$ cat config.mk
export PLATFORM = sky130hd
export DESIGN_NAME = ecc_sector_hamming
export DESIGN_NICKNAME = d
export VERILOG_FILES = /design/src/rtl/ecc_pkg.sv /design/src/rtl/ecc_byte_contrib.sv /design/src/rtl/ecc_accum.sv /design/src/rtl/ecc_syndrome_class.sv /design/src/rtl/ecc_sector_hamming.sv
export SDC_FILE = /design/constraint.sdc
export NUM_CORES = 1
export LEC_CHECK = 0
export CORE_MARGIN = 3
export CORE_UTILIZATION = 41
export DETAILED_ROUTE_END_ITERATION = 6
export PLACE_DENSITY = 0.78
export SYNTH_ARGS = -nofsm -noshare
export SYNTH_HDL_FRONTEND = slang
export SYNTH_SLANG_ARGS = --single-unit
$ cat constraint.sdc
create_clock -name clk -period 1.6 [get_ports clk]
set_input_delay 0.16 -clock clk [delete_from_list [all_inputs] [get_ports clk]]
set_output_delay 0.16 -clock clk [all_outputs]
set_load 0.03 [all_outputs]
$ cat src/rtl/ecc_pkg.sv
`timescale 1ns/1ps
package ecc_pkg;
  typedef enum logic [1:0] {
    ST_CLEAN     = 2'b00,
    ST_DATA_FIX  = 2'b01,
    ST_CODE_ONLY = 2'b10,
    ST_UNCORR    = 2'b11
  } ecc_status_e;

  localparam int RAW_W      = 32;
  localparam int RAW_HI_LSB = 16;
endpackage

$ cat src/rtl/ecc_byte_contrib.sv
`timescale 1ns/1ps
// Parity contribution of one byte at a given offset to both words.
module ecc_byte_contrib #(
  parameter int ADDR_W = 9,
  parameter int HW     = ADDR_W + 3
) (
  input  logic [ADDR_W-1:0] offset,
  input  logic [7:0]        data,
  output logic [HW-1:0]     hi_term,
  output logic [HW-1:0]     lo_term
);
  logic [2:0] idx_fold;
  logic [2:0] idx_fold_n;
  logic       byte_par;

  always_comb begin
    idx_fold   = 3'd0;
    idx_fold_n = 3'd0;
    for (int i = 0; i < 8; i++) begin
      if (data[i]) begin
        idx_fold   = idx_fold ^ 3'(i);
        idx_fold_n = idx_fold_n ^ ~3'(i);
      end
    end
    byte_par = ^data;
    hi_term  = {(byte_par ? offset : {ADDR_W{1'b0}}), idx_fold};
    lo_term  = {(byte_par ? ~offset : {ADDR_W{1'b0}}), idx_fold_n};
  end
endmodule

$ cat src/rtl/ecc_accum.sv
`timescale 1ns/1ps
// Running parity words and byte offset for the current sector.
module ecc_accum #(
  parameter int ADDR_W = 9,
  parameter int HW     = ADDR_W + 3
) (
  input  logic          clk,
  input  logic          rst_n,
  input  logic          clear,
  input  logic          in_valid,
  input  logic [7:0]    in_byte,
  output logic [HW-1:0] hi_word,
  output logic [HW-1:0] lo_word
);
  logic [ADDR_W-1:0] off_q, off_base, off_d;
  logic [HW-1:0]     hi_q, hi_base, hi_d;
  logic [HW-1:0]     lo_q, lo_base, lo_d;
  logic [HW-1:0]     hi_term, lo_term;
  logic              load_en;

  ecc_byte_contrib #(.ADDR_W(ADDR_W), .HW(HW)) u_contrib (
    .offset (off_base),
    .data   (in_byte),
    .hi_term(hi_term),
    .lo_term(lo_term)
  );

  always_comb begin
    off_base = clear ? '0 : off_q;
    hi_base  = clear ? '0 : hi_q;
    lo_base  = clear ? '0 : lo_q;
    off_d    = off_base;
    hi_d     = hi_base;
    lo_d     = lo_base;
    if (in_valid) begin
      off_d = off_base + 1'b1;
      hi_d  = hi_base ^ hi_term;
      lo_d  = lo_base ^ lo_term;
    end
    load_en = clear | in_valid;
  end

  always_ff @(posedge clk or negedge rst_n) begin
    if (!rst_n) begin
      off_q <= '0;
      hi_q  <= '0;
      lo_q  <= '0;
    end else if (load_en) begin
      off_q <= off_d;
      hi_q  <= hi_d;
      lo_q  <= lo_d;
    end
  end

  assign hi_word = hi_q;
  assign lo_word = lo_q;
endmodule

$ cat src/rtl/ecc_syndrome_class.sv
`timescale 1ns/1ps
// Syndrome formation, classification and registered result.
module ecc_syndrome_class
  import ecc_pkg::*;
#(
  parameter int SECTOR_BYTES = 512,
  parameter int ADDR_W       = $clog2(SECTOR_BYTES),
  parameter int HW           = ADDR_W + 3,
  parameter int CW           = 2 * HW
) (
  input  logic              clk,
  input  logic              rst_n,
  input  logic              req,
  input  logic [CW-1:0]     stored,
  input  logic [CW-1:0]     computed,
  output logic              valid,
  output logic [1:0]        status,
  output logic [ADDR_W-1:0] err_byte,
  output logic [2:0]        err_bit
);
  localparam logic [ADDR_W:0] OFF_LIMIT = (ADDR_W + 1)'(SECTOR_BYTES);

  logic [CW-1:0]     syn;
  logic [HW-1:0]     syn_lo, syn_hi;
  logic              off_over;
  ecc_status_e       st_d;
  logic [ADDR_W-1:0] byte_d;
  logic [2:0]        bit_d;

  logic              valid_q;
  ecc_status_e       st_q;
  logic [ADDR_W-1:0] byte_q;
  logic [2:0]        bit_q;

  always_comb begin
    syn      = stored ^ computed;
    syn_lo   = syn[HW-1:0];
    syn_hi   = syn[CW-1:HW];
    off_over = {1'b0, syn_hi[HW-1:3]} >= OFF_LIMIT;
    st_d     = ST_CLEAN;
    byte_d   = '0;
    bit_d    = '0;
    if (syn != '0) begin
      if ((syn_lo ^ syn_hi) == {HW{1'b1}}) begin
        if (off_over) begin
          st_d = ST_UNCORR;
        end else begin
          st_d   = ST_DATA_FIX;
          byte_d = syn_hi[HW-1:3];
          bit_d  = syn_hi[2:0];
        end
      end else if ((syn & (syn - 1'b1)) == '0) begin
        st_d = ST_CODE_ONLY;
      end else begin
        st_d = ST_UNCORR;
      end
    end
  end

  always_ff @(posedge clk or negedge rst_n) begin
    if (!rst_n) begin
      valid_q <= 1'b0;
      st_q    <= ST_CLEAN;
      byte_q  <= '0;
      bit_q   <= '0;
    end else begin
      valid_q <= req;
      if (req) begin
        st_q   <= st_d;
        byte_q <= byte_d;
        bit_q  <= bit_d;
      end
    end
  end

  assign valid    = valid_q;
  assign status   = st_q;
  assign err_byte = byte_q;
  assign err_bit  = bit_q;
endmodule

$ cat src/rtl/ecc_sector_hamming.sv
`timescale 1ns/1ps
module ecc_sector_hamming
  import ecc_pkg::*;
#(
  parameter int SECTOR_BYTES = 512,
  parameter int ADDR_W       = $clog2(SECTOR_BYTES),
  parameter int HW           = ADDR_W + 3,
  parameter int CW           = 2 * HW
) (
  input  logic              clk,
  input  logic              rst_n,
  input  logic              start,
  input  logic              in_valid,
  input  logic [7:0]        in_byte,
  input  logic              code_rd,
  input  logic              chk_req,
  input  logic [CW-1:0]     stored_code,
  output logic [CW-1:0]     code_out,
  output logic [RAW_W-1:0]  raw_code,
  output logic              chk_valid,
  output logic [1:0]        chk_status,
  output logic [ADDR_W-1:0] err_byte,
  output logic [2:0]        err_bit
);
  logic [1:0]    rst_sync_q;
  logic          rst_int_n;
  logic          acc_clear;
  logic [HW-1:0] hi_word, lo_word;

  // asynchronous assert, synchronous release
  always_ff @(posedge clk or negedge rst_n) begin
    if (!rst_n) rst_sync_q <= 2'b00;
    else        rst_sync_q <= {rst_sync_q[0], 1'b1};
  end
  assign rst_int_n = rst_sync_q[1];

  assign acc_clear = start | code_rd | chk_req;

  ecc_accum #(.ADDR_W(ADDR_W), .HW(HW)) u_acc (
    .clk     (clk),
    .rst_n   (rst_int_n),
    .clear   (acc_clear),
    .in_valid(in_valid),
    .in_byte (in_byte),
    .hi_word (hi_word),
    .lo_word (lo_word)
  );

  assign code_out = ~{hi_word, lo_word};

  always_comb begin
    raw_code = '0;
    raw_code[HW-1:0]                    = lo_word;
    raw_code[RAW_HI_LSB +: HW]          = hi_word;
  end

  ecc_syndrome_class #(
    .SECTOR_BYTES(SECTOR_BYTES), .ADDR_W(ADDR_W), .HW(HW), .CW(CW)
  ) u_cls (
    .clk     (clk),
    .rst_n   (rst_int_n),
    .req     (chk_req),
    .stored  (stored_code),
    .computed(code_out),
    .valid   (chk_valid),
    .status  (chk_status),
    .err_byte(err_byte),
    .err_bit (err_bit)
  );
endmodule

* After elaboration in Yosys (flattened, before gate mapping) *
Index checks and enable logic that the tools add are counted.

storage, ports and cells
  output and inout port bits = 71
  bits in registers = 50
  memories kept = 0
  memory bits (read-only) = 0
  input port bits = 38
  logic and storage cells = 65
  latch bits = 0
  bits in writable memories = 0

cells by class
  multipliers = 0
  divide/modulo/power cells = 0
  order comparisons = 0
  reduce and logical (&&, ||, !) cells = 3
  add/sub/neg operators = 2
  mux-type cells = 29
  bitwise gates (word level) = 22
  shift-type cells = 0
  equal/unequal tests = 1

operators with widths
  kind                     count
  $mux W9                  6
  $mux W12                 4
  $xor A12 B12 Y12         3
  $mux W3                  10
  $and A24 B24 Y24         1
  $logic_not A24 Y1        1
  $not A24 Y24             1
  $reduce_bool A24 Y1      1
  $sub A24 B1 Y24 const B  1
  $xor A24 B24 Y24         1
  $eq A12 B12 Y1 const B   1
  $mux W2                  6
  $not A2 Y2               6
  $add A9 B1 Y9 const B    1
  $not A9 Y9               1
  $reduce_xor A8 Y1        1
  $mux W1                  3
  $not A1 Y1               3
  $not A3 Y3               1
  $or A1 B1 Y1             3
  $not A1 Y1 const A       2

* Depth between registers and ports, before layout *
Gate-level depths: netlist of run 1.

  depth after elaboration = 15
  depth in mapped cells = 9
  mapped depth without buffers = 9

* Hierarchy *
Synthesis of run 1 repeated with hierarchy kept, for this count alone.

second synthesis, totals
  cell total of the unflattened synthesis = 358
  area total of the unflattened synthesis = 3315.7 µm²

modules (own cells, without submodules)
  module              sequential area each (µm²)  times used  area an instance (µm²)  cells each
  ecc_accum           825.8                       1           1565.3                  144
  ecc_syndrome_class  375.4                       1           1272.5                  142
  ecc_byte_contrib    0.0                         1           264.0                   35
  ecc_sector_hamming  50.0                        1           214.0                   37

* Least setup slack after synthesis of run 1 *
No wires, ideal clock.

  path type = register to register
  from = register u_acc.lo_q[1] (netlist: u_acc.lo_word[1])
  to = register u_cls.st_q[0] (netlist: u_cls.status[0])
  arrival time = 2.018 ns
  path slack = -0.565 ns
  stages on the path, launching flop included = 8
  setup time = 0.147 ns
  clock period less this slack = 2.165 ns
  data required time = 1.453 ns
  cell sequence = dfrtp_1 -> xnor2_1 -> or3_1 -> maj3_1 -> nor2_1 -> a21oi_1 -> a2111oi_0 -> a41oi_1

on the way
  cells in the longest elaborated chain, start to end = 8
  elaborated cells on any way between the ends = 11

RTL lines
  what                      RTL line                  source
  start: declaration        ecc_accum.sv:17           logic [HW-1:0] lo_q, lo_base, lo_d;
  start signal: assignment  ecc_accum.sv:51           lo_q <= lo_d;
  $not A24 Y24 (*)          ecc_sector_hamming.sv:49  assign code_out = ~{hi_word, lo_word};
  $xor A24 B24 Y24 (*)      ecc_syndrome_class.sv:36  syn = stored ^ computed;
  $sub A24 B1 Y24           ecc_syndrome_class.sv:52  end else if ((syn & (syn - 1'b1)) == '0) begin
  $and A24 B24 Y24          ecc_syndrome_class.sv:52
  $logic_not A24 Y1         ecc_syndrome_class.sv:52
  $mux W1                   ecc_syndrome_class.sv:52
  $mux W2                   ecc_syndrome_class.sv:44  if ((syn_lo ^ syn_hi) == {HW{1'b1}}) begin
  $mux W2 (*)               ecc_syndrome_class.sv:43  if (syn != '0) begin
  end signal: assignment    ecc_syndrome_class.sv:69  st_q <= st_d;
  end: declaration          ecc_syndrome_class.sv:31  ecc_status_e st_q;

Every way passes the cells marked *; elsewhere a longest branch is shown, timed or not.
A chain may end at the register's enable or synchronous reset.

* Worst setup path after layout of run 1 *
  from = register u_acc.lo_q[11] (netlist: u_acc.lo_word[11])
  to = register u_cls.st_q[0] (netlist: u_cls.status[0])

Same word-level chain as after synthesis.

==> metrics.md, run 1 <==
| Metric | Value |
|---|---|
| RSZ-0062 raised after global routing | true |
| Peak Freq | 469.2 MHz |
| Library cells used by synthesis | 37 |
| Worst endpoint data arrival time | 2.31 ns |
| Pwr Density | 852.7 nW/µm² |
| Finish-stage setup viols | 14 |
| Final instance area | 5415 µm² |
| TritonCTS clock tree | done |
| Starting Density | about 43% |
| Worst Setup End Kind | flip-flop |
| Post-synthesis sequential area ratio | 41.91% |
| Proportion of layout cells with a drive suffix above 1 | 37.34% |
| DP Area | 4987 µm² |
| Critical path class | flip-flop to flip-flop |
| Hold Violations, Final | 0 |
| GRT overflow | 0 |
| Area delta synth->final | 81.39% |
| Slew Viols, Final | 0 |
| Hold crit path type | flip-flop to async pin |
| First-pass GRT wire length | 16,140 µm |
| Period utilization | 133.2% |
| Commonest non-fill, non-tap cells in the layout | buf_4 (88), dlygate4sd2_1 (50), clkdlybuf4s50_1 (41) |
| Number of remaining DRC errors | 0 |
| Avg Inst Size Synth | 8.832 µm² |
| Failing checks | negative setup slack |
| Critical Path RT | 1.78 ns |
| Largest net degree at the start of global routing | 19 |
| Clk buf depth | 2 |
| Setup ws final | -0.5314 ns |
| Layout Nets | 571 |
| Main synth FF type | dfrtp_1 |
| Clock root buffer | clkbuf_8 |
| Via count | 3,170 |
| Commonest non-fill, non-tap cell in the layout | buf_4 |
| Die Wd | 91.33 µm |
| HPWL after detailed placement | 7559 µm |
| R2r setup slk | -0.53 ns |
| CTS Buf Count | 5 |
| Critical Path, Cell by Cell | xnor2_4 -> nor4_2 -> nand4_1 -> nor3b_1 -> o21ai_0 -> a21oi_1 -> a41oi_2 |
| Vias in the first global route | 3,259 |
| Critical R2R Launch | u_acc.lo_word[11] |
| IO Pins | 109 |
| Place WS | -0.7608 ns |
| DRT Pass-1 Iters | 5 |
| Clk_lat worst skew | 0.30 ns |
| Async S/R FF share, synth | 100.0% |
| Num Clock Sinks | 50 |
| Cell taking the most area after synthesis | dfrtp_1 |
| Max Fanout on Critical Path | 2 |
| Maximum vdd drop | 0.4595 mV |
| Critical Path Start Type | flip-flop |
| Initial antenna violation count | 0 |
| Largest cells by area after synthesis | dfrtp_1 (42%), xnor2_1 (16%), xor2_1 (7.0%) |
| RD Place Congestion | 0.8701 |
| MaxCap Viol Count | 0 |
| Diode count | 0 |
| Slowest CP cell | dfrtp_2 |
| Pleak | about 0.0023 µW |
| Fin Clk Skew | 0.004559 ns |
| Wire per inst | approximately 17 µm |
| Synthesized area | 2985 µm² |
| Clock-pin slew on the worst setup and hold paths | 0.09 ns |
| FF+latch count, synth | 50 |
| Core area | 6944 µm² |
| Worst stage delay on the critical path | 0.46 ns |
| Post-Synthesis Cells | 338 |
| DRT Wirelength | about 11,000 µm |
| Via density | 5.040 |
| Final TNS setup | -5.904 ns |
| GRT Total Usage | between 20 and 25% |
| EDFF count, synth | 0 |
| Yosys warnings | 0 |
| CP delay by family, top | simple AND/OR/NAND/NOR gates |
| Synth top area share | a little over two fifths |
| Die area | 8341 µm² |
| Die Span Y | 91.33 µm |
| CP Buf/Inv Count | 0 |
| Pwr Total | approximately 4600 µW |
| Outcome | finished with violations |
| Initial DRC Count | roughly 130 |
| Port Buffer Count | 100 |
| Row cnt | 30 |
| CP startpoint | u_acc.lo_word[11] |
| Finished Core Util | 77.98% |
| Antenna Nets Post-Route | 0 |
| # H-tree levels | 2 |
| Min cycle time layout | between 2 and 2.5 ns |
-- layout make-up --
class | count | area (µm²)
clock buffers | 5 | 68.82
multi-input cells | 245 | 2093
fillers | 451 | 1529
well taps | 96 | 120.1
repair buffers | 196 | 1683
flip-flops and latches | 50 | 1282
inverters | 34 | 127.6
clock inverters | 3 | 40.04
-- where the power goes --
| part | total [µW] | leakage (µW) | internal (µW) | switching (µW) |
|---|---|---|---|---|
| Clock | 898 | 0.0000579 | 461 | 437 |
| Sequential | 1490 | 0.000633 | 1360 | 127 |
| Combinational | 2230 | 0.00165 | 1020 | 1210 |
| Total | 4620 | 0.00234 | 2850 | 1770 |
-- registers in the layout, summed over array words and instances, names as in the netlist --
name,cells
u_cls.status,2
u_cls.valid,1
u_cls.err_byte,9
u_acc.lo_word,12
u_acc.off_q,9
u_cls.err_bit,3
u_acc.hi_word,12
rst_sync_q,2
-- timing repair --
action,in CTS,in global routing
endpoints found under the hold margin,0,2
setup buffers,11,2
endpoints found under the setup margin,82,37
cloned,1,0
gates resized for setup,84,47
hold buffers,0,1
pin swaps,21,22
-- cell usage after synthesis (2+ instances only) --
| master | number |
|---|---|
| nor3_1 | 6 |
| nor2b_1 | 4 |
| o2bb2ai_1 | 8 |
| nand3_1 | 13 |
| o21ai_0 | 15 |
| clkbuf_1 | 7 |
| nand4_1 | 7 |
| inv_1 | 33 |
| conb_1 | 2 |
| or3_1 | 2 |
| dfrtp_1 | 50 |
| and2_1 | 2 |
| nor4_1 | 3 |
| xor2_1 | 24 |
| nor2_1 | 29 |
| buf_4 | 8 |
| maj3_1 | 2 |
| xnor2_1 | 53 |
| nand2_1 | 40 |
| a21oi_1 | 13 |
-- final timing paths --
path,endpoint,cells past startpoint
max in group asynchronous,u_acc.hi_word[9],1
setup reg to reg,u_cls.status[0],7
hold reg to reg,u_acc.hi_word[4],0
hold / removal,u_acc.hi_word[4],0
setup / recovery,u_cls.status[0],7
min in group clk,u_acc.lo_word[7],4
-- metrics by stage --
step | cells | hold WS, ns
floorplan | 345 | -0.1356
global placement | 607 | 0.2086
detailed placement | 607 | 0.2081
CTS | 627 | 0.004239
global route | 629 | 0.2416
finish | 629 | 0.2093
-- kinds of logic after synthesis --
logic type / after synthesis / share of synthesized area, %
xor+xnor: 77 / 22.59
compound gates: 44 / 9.305
other cells: 2 / 0.2516
fa+ha+maj: 4 / 1.467
buf+inv: 50 / 7.334
simple gates: 111 / 17.14
flops: 50 / 41.91
-- routing by layer --
| layer | vias to the layer above | track usage, % | share of wire (%) | wire [µm] |
|---|---|---|---|---|
| li1 | 1461 | - | - | - |
| met1 | 1555 | 28.23 | 38 | 4131 |
| met2 | 125 | 46.05 | 55 | 6008 |
| met3 | 29 | 3.480 | 4.0 | 429 |
| met4 | 0 | 6.784 | 2.5 | 270 |
| met5 | - | 0 | 0 | 0 |
No activity file was read; power rests on OpenSTA's default activity.
==> run 2, diff against run 1 <==
--- a/config.mk
+++ b/config.mk
@@ -5,6 +5,7 @@
 export SDC_FILE = /design/constraint.sdc
 export NUM_CORES = 1
 export LEC_CHECK = 0
+export CAP_MARGIN = 20
 export CORE_MARGIN = 3
 export CORE_UTILIZATION = 41
 export DETAILED_ROUTE_END_ITERATION = 6
==> results of run 2 <==
No change in the layout: final DEF, timing and power equal those of run 1.
==> run 3, diff against run 2 <==
--- a/config.mk
+++ b/config.mk
@@ -9,7 +9,8 @@
 export CORE_MARGIN = 3
 export CORE_UTILIZATION = 41
 export DETAILED_ROUTE_END_ITERATION = 6
-export PLACE_DENSITY = 0.78
+export PLACE_DENSITY = 0.73
 export SYNTH_ARGS = -nofsm -noshare
 export SYNTH_HDL_FRONTEND = slang
+export SYNTH_HIERARCHICAL = 1
 export SYNTH_SLANG_ARGS = --single-unit
==> constraint.sdc (replaced) <==
create_clock -name clk -period 2.7 [get_ports clk]
set_input_delay 0.27 -clock clk [delete_from_list [all_inputs] [get_ports clk]]
set_output_delay 0.27 -clock clk [all_outputs]
set_load 0.03 [all_outputs]
==> metrics.md, run 3 <==
| Metric | Value |
|---|---|
| Outcome | finished clean (was finished with violations) |
| GRT Total Usage | 18.38% (was 24.30%) |
| CP Buf/Inv Count | 1 (was 0) |
| Port Buffer Count | 100 (unchanged) |
| Critical path class | flip-flop to flip-flop (unchanged) |
| Commonest non-fill, non-tap cells in the layout | clkdlybuf4s50_1 (100), xnor2_1 (54), dfrtp_1 (49) (was buf_4 (88), dlygate4sd2_1 (50), clkdlybuf4s50_1 (41)) |
| Post-Synthesis Cells | 358 (was 338) |
| Post-synth top cells | xnor2_1 (54), dfrtp_1 (50), inv_1 (39), nand2_1 (39), nor2b_1 (28) (was xnor2_1 (53), dfrtp_1 (50), nand2_1 (40), inv_1 (33), nor2_1 (29)) |
| FF+latch count, synth | 50 (unchanged) |
| Least-Margin Pin Slew | ~0.54 ns |
| Core area | 7807 µm² (was 6944 µm²) |
| Synth top area share | 37.74% (was 41.91%) |
| Post-CTS setup buffers | 0 (was 11) |
| Critical Path Start Type | flip-flop (unchanged) |
| Largest net degree at the start of global routing | 49 (was 19) |
| Most frequent cell after synthesis | xnor2_1 (unchanged) |
| Min cycle time layout | 2.446 ns (was 2.131 ns) |
| Initial DRC Count | 118 (was 132) |
| Wire per inst | 14.22 µm (was 17.23 µm) |
| Finish-stage setup viols | 0 (was 14) |
| Worst endpoint data arrival time | 2.62 ns (was 2.31 ns) |
| Commonest non-fill, non-tap cell in the layout | clkdlybuf4s50_1 (was buf_4) |
| Clk_lat worst skew | 0.31 ns (was 0.30 ns) |
| Diode count | 0 (unchanged) |
| R2r worst-path depth | 8 (was 7) |
| Num Clock Sinks | 50 (unchanged) |
| R2r setup slk | 0.25 ns (was -0.53 ns) |
| Layout Nets | 519 (was 571) |
| Clk buf depth | 2 (unchanged) |
| Max Fanout on Critical Path | 6 (was 2) |
| Synthesized area | 3316 µm² (was 2985 µm²) |
| Starting Density | 42.47% (was 42.99%) |
| Via count | 2,725 (was 3,170) |
| Row cnt | 32 (was 30) |
| CTS Buf Count | 5 (unchanged) |
| RD Place Congestion | 0.8671 (was 0.8701) |
| Fin Clk Skew | 0.01794 ns (was 0.004559 ns) |
| # H-tree levels | 2 (unchanged) |
| Area delta synth->final | 41.58% (was 81.39%) |
| Pleak | 0.001969 µW (was 0.002342 µW) |
| Place WS | 0.02338 ns (was -0.7608 ns) |
| Critical R2R Launch | u_acc/lo_word[5] (was u_acc.lo_word[11]) |
| TritonCTS clock tree | done (unchanged) |
| Critical Path RT | 2.87 ns (was 1.78 ns) |
| Avg Inst Size Synth | 9.262 µm² (was 8.832 µm²) |
| Post-synthesis sequential area ratio | 37.74% (was 41.91%) |
| Largest cells by area after synthesis | dfrtp_1 (38%), xnor2_1 (14%), xor2_1 (5.8%) (was dfrtp_1 (42%), xnor2_1 (16%), xor2_1 (7.0%)) |
| Simple-gate share of the synthesized area | 20.98% (was 17.14%) |
| Clock root buffer | clkbuf_8 (unchanged) |
| Hold crit path type | primary input to async pin (was flip-flop to async pin) |
| Period utilization | 90.60% (was 133.2%) |
| CP delay by family, top | compound AO/OA/AOI/OAI gates (was simple AND/OR/NAND/NOR gates) |
| Initial antenna violation count | 0 (unchanged) |
| IO Pins | 109 (unchanged) |
| Final TNS setup | 0 ns (was -5.904 ns) |
| Hold_buf cts | 0 (unchanged) |
| MaxCap Viol Count | 0 (unchanged) |
| Slew Viols, Final | 0 (unchanged) |
| Slowest CP cell | or3_1 (was dfrtp_2) |
| Main synth FF type | dfrtp_1 (unchanged) |
| Worst r2r dst | u_cls/status[0] (was u_cls.status[0]) |
| Die Wd | 95.93 µm (was 91.33 µm) |
| Post-synthesis mux area share | 1.358% (was 0%) |
| Async S/R FF share, synth | 100.0% (unchanged) |
| Antenna Nets Post-Route | 0 (unchanged) |
| Critical Path, Cell by Cell | inv_1 -> xnor2_1 -> nand3_1 -> or3_1 -> o31ai_1 -> o21ai_0 -> a2111oi_2 -> a31oi_1 (was xnor2_4 -> nor4_2 -> nand4_1 -> nor3b_1 -> o21ai_0 -> a21oi_1 -> a41oi_2) |
| Maximum vdd drop | 0.4788 mV (was 0.4595 mV) |
| HPWL after detailed placement | 6629 µm (was 7559 µm) |
| Cell taking the most area after synthesis | dfrtp_1 (unchanged) |
| Yosys warnings | 6 (was 0) |
| Worst stage delay on the critical path | 0.50 ns (was 0.46 ns) |
| Die Span Y | 95.93 µm (was 91.33 µm) |
| Peak Freq | 408.8 MHz (was 469.2 MHz) |
| Pwr Density | 558.7 nW/µm² (was 852.7 nW/µm²) |
| Slew HR | 63.89% |
| GRT overflow | 0 (unchanged) |
| Compound-Gate Fraction of Synth Area | 5.358% (was 9.304%) |
| Clock-pin slew on the worst setup and hold paths | 0.10 ns (was 0.09 ns) |
| Number of remaining DRC errors | 0 (unchanged) |
| Worst Setup End Kind | flip-flop (unchanged) |
| Setup ws final | 0.2539 ns (was -0.5314 ns) |
| DRT Pass-1 Iters | 4 (was 5) |
| Vias in the first global route | 2,759 (was 3,259) |
| Via density | 4.674 (was 5.040) |
| Proportion of layout cells with a drive suffix above 1 | 12.89% (was 37.34%) |
| Hold Violations, Final | 0 (unchanged) |
| EDFF count, synth | 0 (unchanged) |
| First-pass GRT wire length | 13,190 µm (was 16,140 µm) |
| RSZ-0062 raised after global routing | false (was true) |
| Xor and xnor area share after synthesis | 24.98% (was 22.59%) |
| Die area | 9202 µm² (was 8341 µm²) |
| Largest family of logic cells by synthesized area | XOR/XNOR gates (unchanged) |
| DRT Wirelength | 8288 µm (was 10,840 µm) |
| Adder-cell share of the synthesized area | 1.283% (was 1.467%) |
| Library cells used by synthesis | 44 (was 37) |
| PostCTS Resize Cnt | 0 (was 84) |
run 3: how the worst max path moves through the flow:
stage | start | endpoint | slack (ns) | depth (start not counted)
floorplan | u_acc/lo_word[8] | u_cls/status[0] | 0.10 | 8
CTS | u_acc/lo_word[5] | u_cls/status[0] | 0.23 | 8
detailed placement | stored_code[6] | u_cls/status[0] | 0.02 | 8
global placement | stored_code[9] | u_cls/status[0] | 0.13 | 8
global route | u_acc/lo_word[5] | u_cls/status[0] | 0.06 | 8
finish | u_acc/lo_word[5] | u_cls/status[0] | 0.25 | 8
run 3: cells by family after synthesis:
kind of cell | count (synthesis)
compound gates | 27
xor+xnor | 86
fa+ha+maj | 4
buf+inv | 59
flops | 50
mux | 4
other cells | 2
simple gates | 126
run 3: per-stage QoR:
step	hold slack (ns)	power (µW)	utilization [%]	instance area, µm²	cells
detailed placement	0.3402	2062	58.32	4553	574
floorplan	-0.02559	1589	-	3342	365
global placement	0.3372	2055	58.32	4553	574
finish	0.1121	2623	60.13	4695	583
global route	0.1018	2759	60.13	4695	583
CTS	0.1080	2637	59.87	4674	582
run 3: area by class of cell:
cell class	count	area, µm²
fillers	687	3113
multi-input cells	256	1823
flip-flops and latches	50	1252
repair buffers	128	1224
inverters	39	146.4
well taps	102	127.6
clock buffers	6	82.58
clock inverters	2	38.79
run 3: layer usage:
metal / GRT usage, % / wire length (µm) / share of wire [%] / up-vias
met5: 0 / 0 / 0 / -
met2: 32.77 / 4224 / 51 / 86
met3: 3.518 / 399 / 4.8 / 3
met4: 2.607 / 24 / 0.29 / 0
met1: 23.56 / 3639 / 44 / 1287
li1: - / - / - / 1349
run 3: worst reg2reg max path, cell delays in order, from the launching register on:
cell,delay (ns)
dfrtp_1,0.40
inv_1,0.08
xnor2_1,0.25
nand3_1,0.16
or3_1,0.50
o31ai_1,0.29
o21ai_0,0.15
a2111oi_2,0.37
a31oi_1,0.12
run 3: report_power, final:
| part | switching (µW) | leakage, µW | internal, µW |
|---|---|---|---|
| combinational | 669 | 0.00124 | 531 |
| sequential | 51.5 | 0.000663 | 805 |
| clock | 262 | 0.0000618 | 305 |
| total | 983 | 0.00197 | 1640 |
